[src/rtl/llsc_pkg.sv]
package llsc_pkg;
  typedef enum logic [2:0] {
    K_LL    = 3'd0,
    K_SC    = 3'd1,
    K_STORE = 3'd2,
    K_LRD   = 3'd3,
    K_LWR   = 3'd4
  } cmp_kind_e;
endpackage

[src/rtl/llsc_lock_table.sv]
module llsc_lock_table #(
  parameter int ADDR_W  = 8,
  parameter int REQ_W   = 2,
  parameter int ENTRIES = 4
) (
  input  logic                 clk,
  input  logic                 rst_n,
  input  logic [ADDR_W-1:0]    look_line,
  input  logic [REQ_W-1:0]     look_req,
  output logic [ENTRIES-1:0]   match_vec,
  output logic                 own_any,
  input  logic                 clr0_en,
  input  logic [ADDR_W-1:0]    clr0_line,
  input  logic                 clr1_en,
  input  logic [ADDR_W-1:0]    clr1_line,
  input  logic                 set_en,
  input  logic [ADDR_W-1:0]    set_line,
  input  logic [REQ_W-1:0]     set_req
);
  localparam int IDX_W = (ENTRIES > 1) ? $clog2(ENTRIES) : 1;
  localparam int AGE_W = IDX_W;

  logic [ENTRIES-1:0] vld, vld_n, own_vec, clr_vec, keep, set_hit;
  logic [ADDR_W-1:0]  ln   [ENTRIES];
  logic [ADDR_W-1:0]  ln_n [ENTRIES];
  logic [REQ_W-1:0]   rq   [ENTRIES];
  logic [REQ_W-1:0]   rq_n [ENTRIES];
  logic [AGE_W-1:0]   age  [ENTRIES];
  logic [AGE_W-1:0]   age_n[ENTRIES];
  logic               eff_set, upd, alloc, found;
  logic [IDX_W-1:0]   tgt;
  int                 cnt;

  always_comb begin
    for (int i = 0; i < ENTRIES; i++) begin
      match_vec[i] = vld[i] && (ln[i] == look_line);
      own_vec[i]   = match_vec[i] && (rq[i] == look_req);
      clr_vec[i]   = vld[i] && ((clr0_en && ln[i] == clr0_line) ||
                                (clr1_en && ln[i] == clr1_line));
      keep[i]      = vld[i] && !clr_vec[i];
      set_hit[i]   = keep[i] && (ln[i] == set_line);
    end
    own_any = |own_vec;
    // a clear on the same line beats a set
    eff_set = set_en && !(clr1_en && (set_line == clr1_line));
    upd     = eff_set && (|set_hit);
    alloc   = eff_set && !(|set_hit);
    // free slot first, else the oldest survivor
    tgt   = '0;
    found = 1'b0;
    for (int i = 0; i < ENTRIES; i++)
      if (!keep[i] && !found) begin
        tgt   = IDX_W'(i);
        found = 1'b1;
      end
    if (!found)
      for (int i = 0; i < ENTRIES; i++)
        if (age[i] == AGE_W'(ENTRIES - 1)) tgt = IDX_W'(i);
    for (int i = 0; i < ENTRIES; i++) begin
      vld_n[i] = keep[i];
      ln_n[i]  = ln[i];
      rq_n[i]  = (upd && set_hit[i]) ? set_req : rq[i];
      cnt = 0;
      for (int j = 0; j < ENTRIES; j++)
        if (keep[j] && !(alloc && IDX_W'(j) == tgt) && (age[j] < age[i]))
          cnt = cnt + 1;
      age_n[i] = AGE_W'(cnt + (alloc ? 1 : 0));
      if (alloc && IDX_W'(i) == tgt) begin
        vld_n[i] = 1'b1;
        ln_n[i]  = set_line;
        rq_n[i]  = set_req;
        age_n[i] = '0;
      end
    end
  end

  always_ff @(posedge clk) begin
    if (!rst_n) begin
      vld <= '0;
      for (int i = 0; i < ENTRIES; i++) begin
        ln[i]  <= '0;
        rq[i]  <= '0;
        age[i] <= '0;
      end
    end else begin
      vld <= vld_n;
      for (int i = 0; i < ENTRIES; i++) begin
        ln[i]  <= ln_n[i];
        rq[i]  <= rq_n[i];
        age[i] <= age_n[i];
      end
    end
  end
endmodule

[src/rtl/llsc_block_ctl.sv]
module llsc_block_ctl #(
  parameter int ADDR_W = 8
) (
  input  logic              clk,
  input  logic              rst_n,
  input  logic              lrd_done,
  input  logic              lwr_done,
  input  logic [ADDR_W-1:0] line,
  output logic              blk_active,
  output logic [ADDR_W-1:0] blk_line
);
  always_ff @(posedge clk) begin
    if (!rst_n) begin
      blk_active <= 1'b0;
      blk_line   <= '0;
    end else if (lrd_done) begin
      blk_active <= 1'b1;
      blk_line   <= line;
    end else if (lwr_done && blk_active && line == blk_line) begin
      blk_active <= 1'b0;
    end
  end
endmodule

[src/rtl/llsc_resv_monitor.sv]
module llsc_resv_monitor #(
  parameter int ADDR_W  = 8,
  parameter int OFFS_W  = 2,
  parameter int REQ_W   = 2,
  parameter int ENTRIES = 4
) (
  input  logic              clk,
  input  logic              rst_n,
  input  logic              bypass_en,
  input  logic              cmp_valid,
  input  logic [2:0]        cmp_kind,
  input  logic [ADDR_W-1:0] cmp_addr,
  input  logic [REQ_W-1:0]  cmp_req,
  input  logic              cmp_line_present,
  input  logic              loss_valid,
  input  logic [ADDR_W-1:0] loss_addr,
  input  logic              loss_sc_pending,
  output logic              res_valid,
  output logic              res_ok,
  output logic              blk_active,
  output logic [ADDR_W-1:0] blk_line
);
  import llsc_pkg::*;

  localparam logic [ADDR_W-1:0] LINE_MASK = ~((ADDR_W'(1) << OFFS_W) - ADDR_W'(1));

  function automatic logic [ADDR_W-1:0] line_of(input logic [ADDR_W-1:0] a);
    return a & LINE_MASK;
  endfunction

  logic [ADDR_W-1:0]  cmp_line, loss_line;
  logic               ev_ll, ev_sc, ev_wr, ev_lrd, ev_lwr, ev_loss;
  logic               own_any;
  logic [ENTRIES-1:0] match_vec;
  logic               clr0_en;

  assign cmp_line  = line_of(cmp_addr);
  assign loss_line = line_of(loss_addr);
  assign ev_ll   = cmp_valid && cmp_kind == K_LL;
  assign ev_sc   = cmp_valid && cmp_kind == K_SC;
  assign ev_wr   = cmp_valid && cmp_kind != K_LL && cmp_kind != K_SC;
  assign ev_lrd  = cmp_valid && cmp_kind == K_LRD;
  assign ev_lwr  = cmp_valid && cmp_kind == K_LWR;
  assign ev_loss = loss_valid && loss_sc_pending && !bypass_en;
  assign clr0_en = !bypass_en && (ev_sc || (ev_wr && cmp_line_present && own_any));

  llsc_lock_table #(.ADDR_W(ADDR_W), .REQ_W(REQ_W), .ENTRIES(ENTRIES)) u_table (
    .clk       (clk),
    .rst_n     (rst_n),
    .look_line (cmp_line),
    .look_req  (cmp_req),
    .match_vec (match_vec),
    .own_any   (own_any),
    .clr0_en   (clr0_en),
    .clr0_line (cmp_line),
    .clr1_en   (ev_loss),
    .clr1_line (loss_line),
    .set_en    (ev_ll && !bypass_en),
    .set_line  (cmp_line),
    .set_req   (cmp_req)
  );

  llsc_block_ctl #(.ADDR_W(ADDR_W)) u_blk (
    .clk        (clk),
    .rst_n      (rst_n),
    .lrd_done   (ev_lrd),
    .lwr_done   (ev_lwr),
    .line       (cmp_line),
    .blk_active (blk_active),
    .blk_line   (blk_line)
  );

  always_ff @(posedge clk) begin
    if (!rst_n) begin
      res_valid <= 1'b0;
      res_ok    <= 1'b0;
    end else begin
      res_valid <= cmp_valid;
      res_ok    <= cmp_valid && (!ev_sc || bypass_en || own_any);
    end
  end
endmodule

[config.mk]
export PLATFORM = sky130hd
export DESIGN_NAME = llsc_resv_monitor
export DESIGN_NICKNAME = d
export VERILOG_FILES = /design/src/rtl/llsc_pkg.sv /design/src/rtl/llsc_lock_table.sv /design/src/rtl/llsc_block_ctl.sv /design/src/rtl/llsc_resv_monitor.sv
export SDC_FILE = /design/constraint.sdc
export NUM_CORES = 1
export LEC_CHECK = 0
export BUFFER_PORTS_ARGS = -buffer_cell sky130_fd_sc_hd__buf_2
export CAP_MARGIN = 10
export CORE_MARGIN = 4
export CORE_UTILIZATION = 60
export DETAILED_ROUTE_END_ITERATION = 10
export MAX_ROUTING_LAYER = met4
export PLACE_DENSITY_LB_ADDON = 0.15
export SYNTH_ARGS = -nofsm -noshare
export SYNTH_HDL_FRONTEND = slang
export SYNTH_SLANG_ARGS = --single-unit
[constraint.sdc]
create_clock -name clk -period 5.51 [get_ports clk]
set_clock_uncertainty 0.2 [all_clocks]
set_input_delay 0.2755 -clock clk [delete_from_list [all_inputs] [get_ports clk]]
set_output_delay 0.2755 -clock clk [all_outputs]
set_load 0.01 [all_outputs]
==> results of run 1 <==
## state kept, by name, summed over array words and instances, names as in the netlist
register and cells:
u_blk.blk_line 6, res_valid 1, u_table.rq 8, res_ok 1, u_blk.blk_active 1, u_table.age 8
u_table.ln 24, u_table.vld 4
## layer usage
layer | vias to the layer above | GRT usage (%)
met5 | - | -
li1 | 1533 | -
met2 | 86 | 37.24
met3 | 18 | 4.424
met1 | 1438 | 32.58
met4 | 0 | 7.984
## worst min-delay path by stage
stage,slack (ns),cells after the start,from,end
finish,0.03,2,cmp_valid,res_valid
global placement,0.26,2,u_table.rq[0][0],u_table.rq[0][0]
global route,0.04,2,cmp_valid,res_valid
detailed placement,0.27,2,u_table.rq[0][0],u_table.rq[0][0]
CTS,0.03,2,cmp_valid,res_valid
floorplan,0.21,1,cmp_valid,res_valid
## power breakdown
group | leakage [uW] | switching [uW] | internal, uW | total, uW
Sequential | 0.000428 | 2.37 | 386 | 388
Combinational | 0.00127 | 50.0 | 36.1 | 86.0
Clock | 0.0000585 | 131 | 136 | 267
Total | 0.00176 | 183 | 558 | 742
## placed cells by master, fill, tap and decap left out, types with 9 or more instances in the layout
cell / instances
inv_1: 21
nand2_1: 36
dfxtp_1: 53
xnor2_1: 54
mux2i_1: 32
nand3_1: 13
nor2b_1: 32
nor2_1: 9
xor2_1: 18
ha_1: 24
buf_2: 32
## logic make-up (layout without fill, tap and decap cells)
| group | after synthesis | in the layout | share of synthesized area [%] |
|---|---|---|---|
| muxes | 33 | 33 | 8.452 |
| xor gates and xnor gates | 72 | 72 | 15.95 |
| DFF | 53 | 53 | 26.84 |
| and+or+nand+nor | 146 | 146 | 20.77 |
| adders and majority gates | 24 | 24 | 7.597 |
| other | 1 | 2 | 0.09488 |
| buffers and inverters | 49 | 65 | 7.471 |
| AOI/OAI and AO/OA | 58 | 58 | 12.82 |
## layout make-up
class | instances | area [um2] | area share, %
Clock buffer | 5 | 68.82 | 1.666
Clock inverter | 3 | 43.79 | 1.060
Inverter | 23 | 86.33 | 2.090
Multi-Input combinational cell | 335 | 2600 | 62.93
Sequential cell | 53 | 1061 | 25.68
Tap cell | 77 | 96.34 | 2.332
Timing Repair Buffer | 34 | 175.2 | 4.240
## stage by stage
stage | hold WS (ns) | util, %
6_report | 0.03091 | 64.69
5_1_grt | 0.03799 | 64.69
4_1_cts | 0.02768 | 64.69
3_5_place_dp | 0.2700 | 62.93
3_3_place_gp | 0.2577 | 62.93
2_1_floorplan | 0.2133 | -
==> results.toml, run 1 <==
[setup_path]
arrival_ns = 4.27
r2r-start = "u_table.ln[3][2]"
critPathTopFamily = "compound AO/OA/AOI/OAI gates"
crit_chain = "xnor2_1 -> nand4_1 -> o41a_1 -> a222oi_1 -> nand3_1 -> o41a_1 -> nand2_1 -> or2_1 -> ha_1 -> xnor2_1 -> ha_1 -> inv_1 -> and3_1 -> o211a_1"
cp-start-kind = "flop"
cp_slowest_stage_delay_ns = 0.64
r2r_cells = 14
worstSetupStartpoint = "u_table.ln[3][2]"
crit_type = "reg2reg"
cp.required_ns = 5.52
slowest_stage = "o41a_1"
crit_buf_inv = 1
crit_fanout = 11
r2r-end = "u_table.age[3][1]"
r2r_setup_slack_ns = 1.25
critPathCaptureType = "flop"
crit_path_end = "u_table.age[3][1]"
cp.depth = 14

[cts]
cts_hold_buf = 0
clock-sinks = 53
htree_levels = 2
path_clk_slew_ns = 0.10
cts_tree = "done"
clock_latency_ns = 0.31
clk_path_buf_depth = 2
cts-root-buf = "clkbuf_8"
cts_resized = 0
cts_inserted_buffers = 5
cts_setup_buffers = 0

[yosys]
ys.flop_type = "dfxtp_1"
synthTopCellsByArea = "dfxtp_1 (27%), xnor2_1 (12%), mux2i_1 (8.1%)"
synth_top_area_share_pct = 26.84
synth_top_cell_by_area = "dfxtp_1"
synthArstFlopShare_pct = 0
netlist_instances = 436
syn_area_um2 = 3953
synth_edf_count = 0
ys_ff_latch = 53
yosysSeqAreaShare_pct = 26.84
synthTopCellsByCount = "xnor2_1 (54), dfxtp_1 (53), nand2_1 (36)"
ys_types = 65
yosys_warnings = 0
syn_area_per_cell_um2 = 9.065
yosysMostFrequentCell = "xnor2_1"

[cells_and_area]
n_antenna_cell = 0
finalNonFillerCells = 530
n_fill_cell = 564
postLayoutCellArea_um2 = 4131
final_layout_size_suffix_gt1_share_pct = 12.80
nNetsFinal = 504
syn_to_final_growth_pct = 4.527

[timing]
tns_ns = 0
slew_headroom_pct = 49.50
fmax_mhz = 234.6
period_minus_slack_ns = 4.262
drv_slew = 0
worst_slack_ns = 1.248
fin_crit_sh_pct = 77.35
finalSetupViolations = 0
hold_viol = 0
worstMarginPinSlew_ns = 0.7575
rsz0062_at_grt = "false"

[grt]
first_global_vias = 3067
grt_use_total_pct = 24.38
antenna_found_initial = 0
grt_max_degree = 55
grt_pass1_wl_um = 14590
grt.overflow.total = 0

[place]
numPortBuffers = 32
placed_area_um2 = 4019
post-place-ws_ns = 1.179
gp_congestion = 0.8687
place_inst = 522
dp_hpwl_um = 6650

[run_status]
status = "finished, final reports clean"

[floorplan]
die_h_um = 89.17
core_um2 = 6386
rows = 29
dieArea_um2 = 7950
die_x_um = 89.17
start_util_pct = 61.89
io_pins = 39

[drt]
drt_first_pass_iters = 4
vias = 3075
drt_wl_total_um = 8826
drc = 0
ant_nets = 0
dr_wl_met3_um = 486
drt-wirelength-per-cell_um = 16.65
wl_met2_um = 3969
dr.first_iter.drc_count = 117
routed.top_layer = "met4"
vias_per_cell = 5.802
wl_met1_um = 4182

[pwr]
power.density_nw_per_um2 = 179.6
leakagePower_uw = 0.001755
vdd_drop_max_uv = 180.0
power.total_uw = 741.8

[hold_path]
min_path_type = "in2reg"

[run]
maxCapViolCount = 0
(Power assumes the default switching activity.)
==> inputs of run 2 (changes only) <==
- ABC_AREA: not set -> 1
- clock period: 5.51 -> 4.3 ns (I/O delays scaled with it)
==> run 2 against run 1 <==
Combinational power is 37% higher. Largest power group unchanged. Largest cell class unchanged. Worst hold slack worse by 0.013 ns. Cell count is 27% higher. Clock power is 36% higher. Via count is 15% higher. Power is 32% higher. Wire length is 0.26% higher.
==> results.toml, run 2 <==
[yosys]
yosysMostFrequentCell = "nand2_1"
ys_ff_latch = 53
synthTopCellsByArea = "dfxtp_1 (27%), nand2_1 (9.5%), inv_1 (8.5%)"
ys_types = 40
yosys_warnings = 0
ys.flop_type = "dfxtp_1"
synth_top_area_share_pct = 26.89
synth_edf_count = 0
synthTopCellsByCount = "nand2_1 (100), inv_1 (89), a21oi_1 (57)"
netlist_instances = 576
yosysSeqAreaShare_pct = 26.89
synth_top_cell_by_area = "dfxtp_1"
syn_area_per_cell_um2 = 6.851
synthArstFlopShare_pct = 0
syn_area_um2 = 3946

[timing]
rsz0062_at_grt = "false"
fmax_mhz = 273.2
period_minus_slack_ns = 3.660
drv_slew = 0
tns_ns = 0
fin_crit_sh_pct = 85.12
finalSetupViolations = 0
slew_headroom_pct = 48.90
worstMarginPinSlew_ns = 0.7665
hold_viol = 0

[setup_path]
cp.required_ns = 4.36
cp.depth = 22
slowest_stage = "dlygate4sd3_1"
arrival_ns = 3.72
crit_buf_inv = 4
r2r_setup_slack_ns = 0.75
r2r-end = "u_table.age[2][1]"
crit_type = "in2reg"
worstSetupStartpoint = "cmp_req[1]"
cp_slowest_stage_delay_ns = 0.53
critPathCaptureType = "flop"
critPathTopFamily = "simple AND/OR/NAND/NOR gates"
crit_path_end = "u_table.age[2][1]"
r2r_cells = 22
crit_chain = "dlygate4sd3_1 -> buf_2 -> inv_2 -> a21oi_1 -> o211ai_1 -> nor2_1 -> nor2_1 -> nand2_2 -> nand2_2 -> nand2_4 -> nand2_2 -> and2_4 -> nand3b_4 -> nand3_2 -> a21oi_1 -> nand3_1 -> ha_1 -> xnor2_1 -> ha_1 -> inv_1 -> nand3_1 -> a21oi_2"
r2r-start = "u_table.ln[0][4]"
cp-start-kind = "primary input"
crit_fanout = 13
critPathMostFrequentCell = "nand2_2"

[place]
place_inst = 661
gp_congestion = 0.8857
dp_hpwl_um = 6700
numPortBuffers = 32

[cts]
htree_levels = 2
path_clk_slew_ns = 0.10
cts_hold_buf = 2
clk_path_buf_depth = 2
cts-root-buf = "clkbuf_8"
cts_resized = 0
cts_inserted_buffers = 5
clock-sinks = 53
clock_latency_ns = 0.31
cts_setup_buffers = 0
cts_tree = "done"

[cells_and_area]
top_regs = "u_table.ln x24, u_table.age x8, u_table.rq x8"
n_antenna_cell = 0
final_common_cell = "nand2_1"
syn_to_final_growth_pct = 5.548
n_fill_cell = 565
layout.cells.most_common_list = "nand2_1 (100), inv_1 (89), a21oi_1 (57)"
largest-register = "u_table.ln"
largest_reg_flops = 24
final_layout_size_suffix_gt1_share_pct = 14.14
nNetsFinal = 645
finalNonFillerCells = 671

[grt]
antenna_found_initial = 0
grt_use_total_pct = 24.62
first_global_vias = 3222
grt.overflow.total = 0
grt_pass1_wl_um = 14960
grt_max_degree = 45

[drt]
vias_per_cell = 5.285
drc = 0
drt_wl_total_um = 8849
drt_first_pass_iters = 6
ant_nets = 0
drt-wirelength-per-cell_um = 13.19
vias = 3546
dr.first_iter.drc_count = 183

[pwr]
vdd_drop_max_uv = 216.7
power.density_nw_per_um2 = 235.4
leakagePower_uw = 0.001987
power.total_uw = 980.6

[floorplan]
die_x_um = 89.10
rows = 29
dieArea_um2 = 7939
start_util_pct = 61.79
io_pins = 39
core_um2 = 6386
die_h_um = 89.10

[run_status]
status = "finished, final reports clean"

[hold_path]
min_path_type = "in2reg"
hp-start = "cmp_kind[1]"

[run]
maxCapViolCount = 0
==> run 2: cells by family (layout without fill, tap and decap cells) <==
logic type      Yosys count  count (layout)  share of synthesized area, %
simple gates            224             224                         27.11
flops                    53              53                         26.89
buf+inv                 124             141                         14.24
other cells               1               2                       0.09503
compound gates          110             110                         15.19
xor+xnor                 40              40                         8.878
fa+ha+maj                24              24                         7.609
==> run 2: routing by layer <==
metal / track usage (%) / share of wire [%] / wire, um / vias up
met2: 38.25 / 44 / 3889 / 79
met3: 3.594 / 5.6 / 493 / 15
met4: 7.172 / 1.8 / 161 / 0
met5: - / 0 / 0 / -
li1: - / - / - / 1871
met1: 33.24 / 49 / 4304 / 1581
==> run 2: area by class of cell <==
cell class	count	area (um2)	share of cell area [%]
Clock buffer	7	86.33	2.073
Clock inverter	1	30.03	0.7209
Inverter	97	369.1	8.862
Multi-Input combinational cell	400	2327	55.87
Sequential cell	53	1061	25.47
Tap cell	77	96.34	2.313
Timing Repair Buffer	36	195.2	4.686
==> run 2: how the worst min path moves through the flow <==
stage,to,cells past startpoint
CTS,u_blk.blk_active,3
global placement,u_blk.blk_active,2
floorplan,res_valid,2
detailed placement,u_blk.blk_active,2
global route,u_blk.blk_active,3
finish,u_blk.blk_active,3
==> run 2: power by group <==
| part | leakage (uW) | internal, uW | switching [uW] |
|---|---|---|---|
| clock network | 0.0000585 | 190 | 173 |
| registers | 0.000428 | 496 | 3.75 |
| logic | 0.00150 | 42.7 | 75.2 |
==> run 2: per-stage QoR <==
stage               setup WS, ns  hold slack [ns]  utilization, %  area [um2]
finish                    0.6399          0.01820           65.22        4165
floorplan                  1.174           0.1271               -        3950
global route              0.3460          0.03580           65.22        4165
global placement          0.6346           0.2576           63.09        4029
detailed placement        0.5673           0.2511           63.09        4029
CTS                       0.6296          0.01583           65.22        4165
==> run 2: worst reg2reg max path, stage by stage, from the launching register on <==
cell	delay [ns]
dfxtp_1	0.37
inv_1	0.07
nand2_1	0.05
nand2_1	0.05
nor2_1	0.16
nand3_1	0.17
nor2_1	0.15
nor2_2	0.06
nand2_2	0.07
nand2_2	0.07
nand2_4	0.10
nand2_2	0.06
and2_4	0.19
nand4_2	0.12
nand3_2	0.13
a21oi_1	0.36
nand3_1	0.19
ha_1	0.32
xnor2_1	0.13
ha_1	0.19
inv_1	0.05
nand3_1	0.09
a21oi_2	0.14
